$ cat src/rtl/load_ring.sv
module load_ring #(
  parameter int DEPTH  = 6,
  parameter int SEQ_W  = 16,
  parameter int ADDR_W = 32,
  parameter int SQI_W  = 3,
  localparam int RING  = DEPTH + 1,
  localparam int IDX_W = $clog2(RING),
  localparam int TAG_W = SQI_W + 1
) (
  input  logic              clk,
  input  logic              rst_n,
  input  logic              ins_valid,
  input  logic [SEQ_W-1:0]  ins_seq,
  input  logic [ADDR_W-1:0] ins_addr,
  input  logic              ins_ready,
  input  logic              sq_nonempty,
  input  logic [SQI_W-1:0]  sq_tail,
  output logic [IDX_W-1:0]  ins_lq_idx,
  output logic [TAG_W-1:0]  ins_sq_tag,
  input  logic              cmt_valid,
  input  logic [SEQ_W-1:0]  cmt_seq,
  input  logic              sqh_valid,
  input  logic [SEQ_W-1:0]  sqh_seq,
  input  logic              blk_set,
  input  logic [SEQ_W-1:0]  blk_seq_i,
  input  logic              blk_handled_set,
  input  logic              stall_set,
  input  logic [IDX_W-1:0]  stall_idx_i,
  input  logic [SEQ_W-1:0]  stall_sseq_i,
  output logic [IDX_W-1:0]  count,
  output logic              full,
  output logic              empty,
  output logic              stall_o,
  output logic [IDX_W-1:0]  head_idx,
  output logic [IDX_W-1:0]  tail_idx,
  output logic [SEQ_W-1:0]  head_seq,
  output logic [ADDR_W-1:0] head_addr,
  output logic              head_ready,
  output logic [TAG_W-1:0]  head_sq_tag,
  output logic              blocked,
  output logic              blk_handled,
  output logic [SEQ_W-1:0]  blk_seq,
  output logic              stalled,
  output logic [SEQ_W-1:0]  stall_sseq,
  output logic [IDX_W-1:0]  stall_lidx
);

  function automatic logic [IDX_W-1:0] fwd(input logic [IDX_W-1:0] p, input int k);
    int s;
    s = int'(p) + k;
    if (s >= RING) s = s - RING;
    return IDX_W'(s);
  endfunction

  function automatic logic [IDX_W-1:0] bwd(input logic [IDX_W-1:0] p, input int k);
    int s;
    s = int'(p) - k;
    if (s < 0) s = s + RING;
    return IDX_W'(s);
  endfunction

  logic [SEQ_W-1:0]  e_seq  [RING];
  logic [ADDR_W-1:0] e_addr [RING];
  logic              e_rdy  [RING];
  logic [TAG_W-1:0]  e_tag  [RING];

  logic [IDX_W-1:0] head, tail;
  int               n_cmt, n_sqh, left;
  logic             go_c, go_s, hit_stall, do_ins;

  assign full        = (fwd(tail, 1) == head);
  assign empty       = (head == tail);
  assign stall_o     = full;
  assign head_idx    = head;
  assign tail_idx    = tail;
  assign ins_lq_idx  = tail;
  assign ins_sq_tag  = sq_nonempty ? {1'b0, sq_tail} : {TAG_W{1'b1}};
  assign head_seq    = e_seq[head];
  assign head_addr   = e_addr[head];
  assign head_ready  = e_rdy[head];
  assign head_sq_tag = e_tag[head];
  assign do_ins      = ins_valid && !sqh_valid && !full;

  always_comb begin
    n_cmt = 0;
    go_c  = cmt_valid;
    for (int k = 0; k < DEPTH; k++) begin
      if (go_c && k < int'(count) && e_seq[fwd(head, k)] <= cmt_seq) n_cmt = n_cmt + 1;
      else go_c = 1'b0;
    end
    left      = int'(count) - n_cmt;
    n_sqh     = 0;
    go_s      = sqh_valid;
    hit_stall = 1'b0;
    for (int k = 0; k < DEPTH; k++) begin
      if (go_s && k < left && e_seq[bwd(tail, k + 1)] > sqh_seq) begin
        n_sqh = n_sqh + 1;
        if (stalled && bwd(tail, k + 1) == stall_lidx) hit_stall = 1'b1;
      end else go_s = 1'b0;
    end
  end

  always_ff @(posedge clk) begin
    if (!rst_n) begin
      head  <= '0;
      tail  <= '0;
      count <= '0;
    end else begin
      head  <= fwd(head, n_cmt);
      tail  <= do_ins ? fwd(tail, 1) : bwd(tail, n_sqh);
      count <= IDX_W'(int'(count) - n_cmt - n_sqh + (do_ins ? 1 : 0));
    end
  end

  always_ff @(posedge clk) begin
    if (do_ins) begin
      e_seq[tail]  <= ins_seq;
      e_addr[tail] <= ins_addr;
      e_rdy[tail]  <= ins_ready;
      e_tag[tail]  <= ins_sq_tag;
    end
  end

  always_ff @(posedge clk) begin
    if (!rst_n) begin
      blocked     <= 1'b0;
      blk_handled <= 1'b0;
      blk_seq     <= '0;
    end else if (sqh_valid && blocked && sqh_seq < blk_seq) begin
      blocked     <= 1'b0;
      blk_handled <= 1'b0;
      blk_seq     <= '0;
    end else begin
      if (blk_set) begin
        blocked <= 1'b1;
        blk_seq <= blk_seq_i;
      end
      if (blk_handled_set) blk_handled <= 1'b1;
    end
  end

  always_ff @(posedge clk) begin
    if (!rst_n || hit_stall) begin
      stalled    <= 1'b0;
      stall_sseq <= '0;
      stall_lidx <= '0;
    end else if (stall_set) begin
      stalled    <= 1'b1;
      stall_sseq <= stall_sseq_i;
      stall_lidx <= stall_idx_i;
    end
  end

endmodule

$ cat config.mk
export PLATFORM = sky130hd
export DESIGN_NAME = load_ring
export DESIGN_NICKNAME = d
export VERILOG_FILES = /design/src/rtl/load_ring.sv
export SDC_FILE = /design/constraint.sdc
export NUM_CORES = 2
export LEC_CHECK = 0
export ABC_AREA = 0
export CORE_UTILIZATION = 30
export CTS_BUF_LIST = sky130_fd_sc_hd__clkbuf_8
export CTS_CLUSTER_SIZE = 10
export DETAILED_ROUTE_END_ITERATION = 6
export GPL_ROUTABILITY_DRIVEN = 0
export PLACE_DENSITY_LB_ADDON = 0.1
export SLEW_MARGIN = 25
export SYNTH_ARGS = -nofsm -noshare
export SYNTH_HDL_FRONTEND = slang
export SYNTH_SLANG_ARGS = --single-unit
$ cat constraint.sdc
create_clock -name clk -period 16.51 [get_ports clk]
set_input_delay 4.1275 -clock clk [delete_from_list [all_inputs] [get_ports clk]]
set_output_delay 4.1275 -clock clk [all_outputs]
set_load 0.01 [all_outputs]
==> results.ini <==
[outcome]
status=completed

[floorplanning]
dieWidth_um=339.1
start_util_pct=30.27
core_area_um2=112700
die_area_um2=115000
rows=123
io_pins=238
die_h_um=339.1

[cells_and_area]
final_common_cell=nand2_1
postLayoutCellArea_um2=39510
synthToLayoutAreaGrowth_pct=15.85
final_cells=5205
final_nets=4031
drive_gt1_share_pct=12.37
fill_cells=11530
final_cell_mix=653 x nand2_1, 394 x o21ai_0, 371 x edfxtp_1

[worst_setup_path]
crit_arrival_ns=15.79
critical_path_class=input port to flip-flop
endpoint_kind=flip-flop
cpMostUsedCell=ha_1
cpMaxStageDelayCell=o41ai_1
cp_max_fo=13
reg2reg_depth=59
cpPeakStageDelay_ns=0.73
crit_path_start_kind=input port
worstPathRequired_ns=17.12

[global_routing]
grt_use_total_pct=24.21
grt_max_degree=122
gr-total-overflow=0
grt_pass1_vias=27332
grt_pass1_wl_um=204300
antenna_found_initial=6

[yosys]
ys.flop_type=edfxtp_1
synth_cells=3597
synth-xor-area-share_pct=1.490
synthMuxAreaShare_pct=19.68
synth_top_family_by_area=multiplexers
avgSynthCellArea_um2=9.480
synthAdderAreaFrac_pct=9.613
synth.distinct_cells=91
synth-seq-cells=418
syn_area_um2=34100
yosysWarnings=0
async_flop_share_pct=0
synth_edf_count=371
synth_compound_area_share_pct=13.60
synth-seq-area-share_pct=35.43
syn_nets=3984
synth-simple-area-share_pct=15.29

[power]
combPwrFrac_pct=64.2
irDropWorstVdd_mv=0.1533
p_sw_mw=3.167
swShare_pct=49.01
p_seq_share_pct=20.4
p_per_area_nw_per_um2=163.6
p_clk_share_pct=15.4
leakagePower_nw=14.88
internal_power_mw=3.295

[run]
maxCapViolations=0

[routing]
vias_per_cell=5.512
drcViolationCount=0
antenna_left=0
dr.pass1.iters=5
drt_iter0_drc=2688
routed_wl_um=141700
wl_per_cell_um=27.22
vias=28691

[cts]
clk_pin_slew_ns=0.06
cts_tree=done
htree_levels=3
holdBufCountCts=0
cts_sinks=418
cts_buffer_depth=3
cts_buffers=79
clk_latency_ns=0.71
cts_root_buffer=clkbuf_8
cts_resized=0
cts_setup_buffers=0

[timing]
finalSetupViolations=0
clock.fmax_mhz=65.91
fin_tns_setup_ns=0
fin_crit_sh_pct=91.90
period_minus_slack_ns=15.17
finalMaxSlewViolations=0
hold_viol=0
relSlewSlack_pct=26.85
worst_slack_ns=1.338
rsz0062_at_grt=no
worstMarginPinSlew_ns=1.086
fin_skew_ns=0.02847

[hold_path]
min_path_cells=2
hold_path_class=flip-flop to flip-flop

[placement]
post-place-ws_ns=0.7283
post-place-cells=5062
placed_cell_area_um2=37970
hpwl_um=96570
portBuffers=237

==> path summary, 6_finish.rpt <==
kind,startpoint,to,slack (ns)
setup / recovery,cmt_seq[14],ins_lq_idx[0],1.34
hold / removal,stall_sseq[14],stall_sseq[14],0.50
setup reg to reg,head_idx[1],ins_lq_idx[0],2.05
hold reg to reg,stall_sseq[14],stall_sseq[14],0.50
==> final cells by class <==
cell class	count	area (um^2)	area share, %
multi-input combinational	2745	20690	52.37
antenna	2	5.005	0.01267
inverter	88	332.8	0.8425
sequential	418	12090	30.60
timing repair buffer	312	3005	7.608
clock inverter	59	392.9	0.9945
tap	1500	1877	4.751
clock buffer	81	1115	2.822
==> kinds of logic (layout without fill, tap and decap cells) <==
| family | after synthesis | after routing |
|---|---|---|
| adder cells (fa/ha/maj) | 259 | 259 |
| AO/OA/AOI/OAI | 802 | 802 |
| flip-flops | 418 | 418 |
| other | 1 | 3 |
| XOR/XNOR | 58 | 58 |
| multiplexers | 444 | 444 |
| AND/OR/NAND/NOR | 1181 | 1181 |
| buffers and inverters | 434 | 540 |
==> synthesized netlist by cell type (15+ instances only) <==
library cell	n	area [um^2]
a21o_1	28	210.2
mux2i_1	261	2613
a211oi_1	19	142.6
nand3_1	145	725.7
nor2b_1	20	125.1
and3_1	17	106.4
a21oi_1	216	1081
nand2b_1	16	100.1
dfxtp_1	47	940.9
ha_1	254	3178
buf_1	32	120.1
clkbuf_1	306	1149
o211ai_1	38	285.3
nor2_2	20	125.1
xor2_1	15	131.4
nand2_1	653	2451
nand4_1	37	231.5
nor3_1	18	90.09
inv_1	85	319.1
edfxtp_1	371	11140
o21ai_0	397	1987
mux4_2	181	4076
nor4b_1	17	148.9
o21a_1	25	187.7
nor2_1	187	701.9
xnor2_1	43	376.6
==> critical path, delay by kind of cell <==
kind                       cells  cell delay [ns]
and+or+nand+nor               12             2.02
xor gates and xnor gates       4             0.91
buffers and inverters          6             0.93
AOI/OAI and AO/OA             16             3.93
muxes                          3             0.59
adders and majority gates     11             3.27
==> state kept, by name, indices dropped and copies added, names as in the netlist, 7 cells and up <==
register	flops
e_addr	224
stall_sseq	16
e_rdy	7
blk_seq	16
e_tag	28
e_seq	112
==> per-stage QoR <==
stage          power (mW)  hold WS, ns  util [%]
4_1_cts             6.471       0.5040     35.04
6_report            6.461       0.4954     35.07
3_5_place_dp        5.447       0.4889     33.70
2_1_floorplan       3.908       0.5317         -
3_3_place_gp        5.444       0.4800     33.70
5_1_grt             6.917       0.5227     35.07
==> power groups by stage <==
stage | Sequential (mW) | Combinational, mW | Clock (mW)
after floorplan | 1.28 | 2.63 | 0
after global placement | 1.34 | 4.10 | 0
after detailed placement | 1.34 | 4.10 | 0
after CTS | 1.32 | 4.12 | 1.03
after global routing | 1.33 | 4.52 | 1.07
final | 1.32 | 4.15 | 0.992
==> per-layer routing <==
layer,vias to the layer above,GRT usage (%),share of wire (%)
met2,1002,39.14,46
met5,-,0,0.042
met4,10,6.589,2.4
li1,13311,-,-
met3,148,4.766,7.0
met1,14220,32.84,44
(Power assumes the default switching activity.)
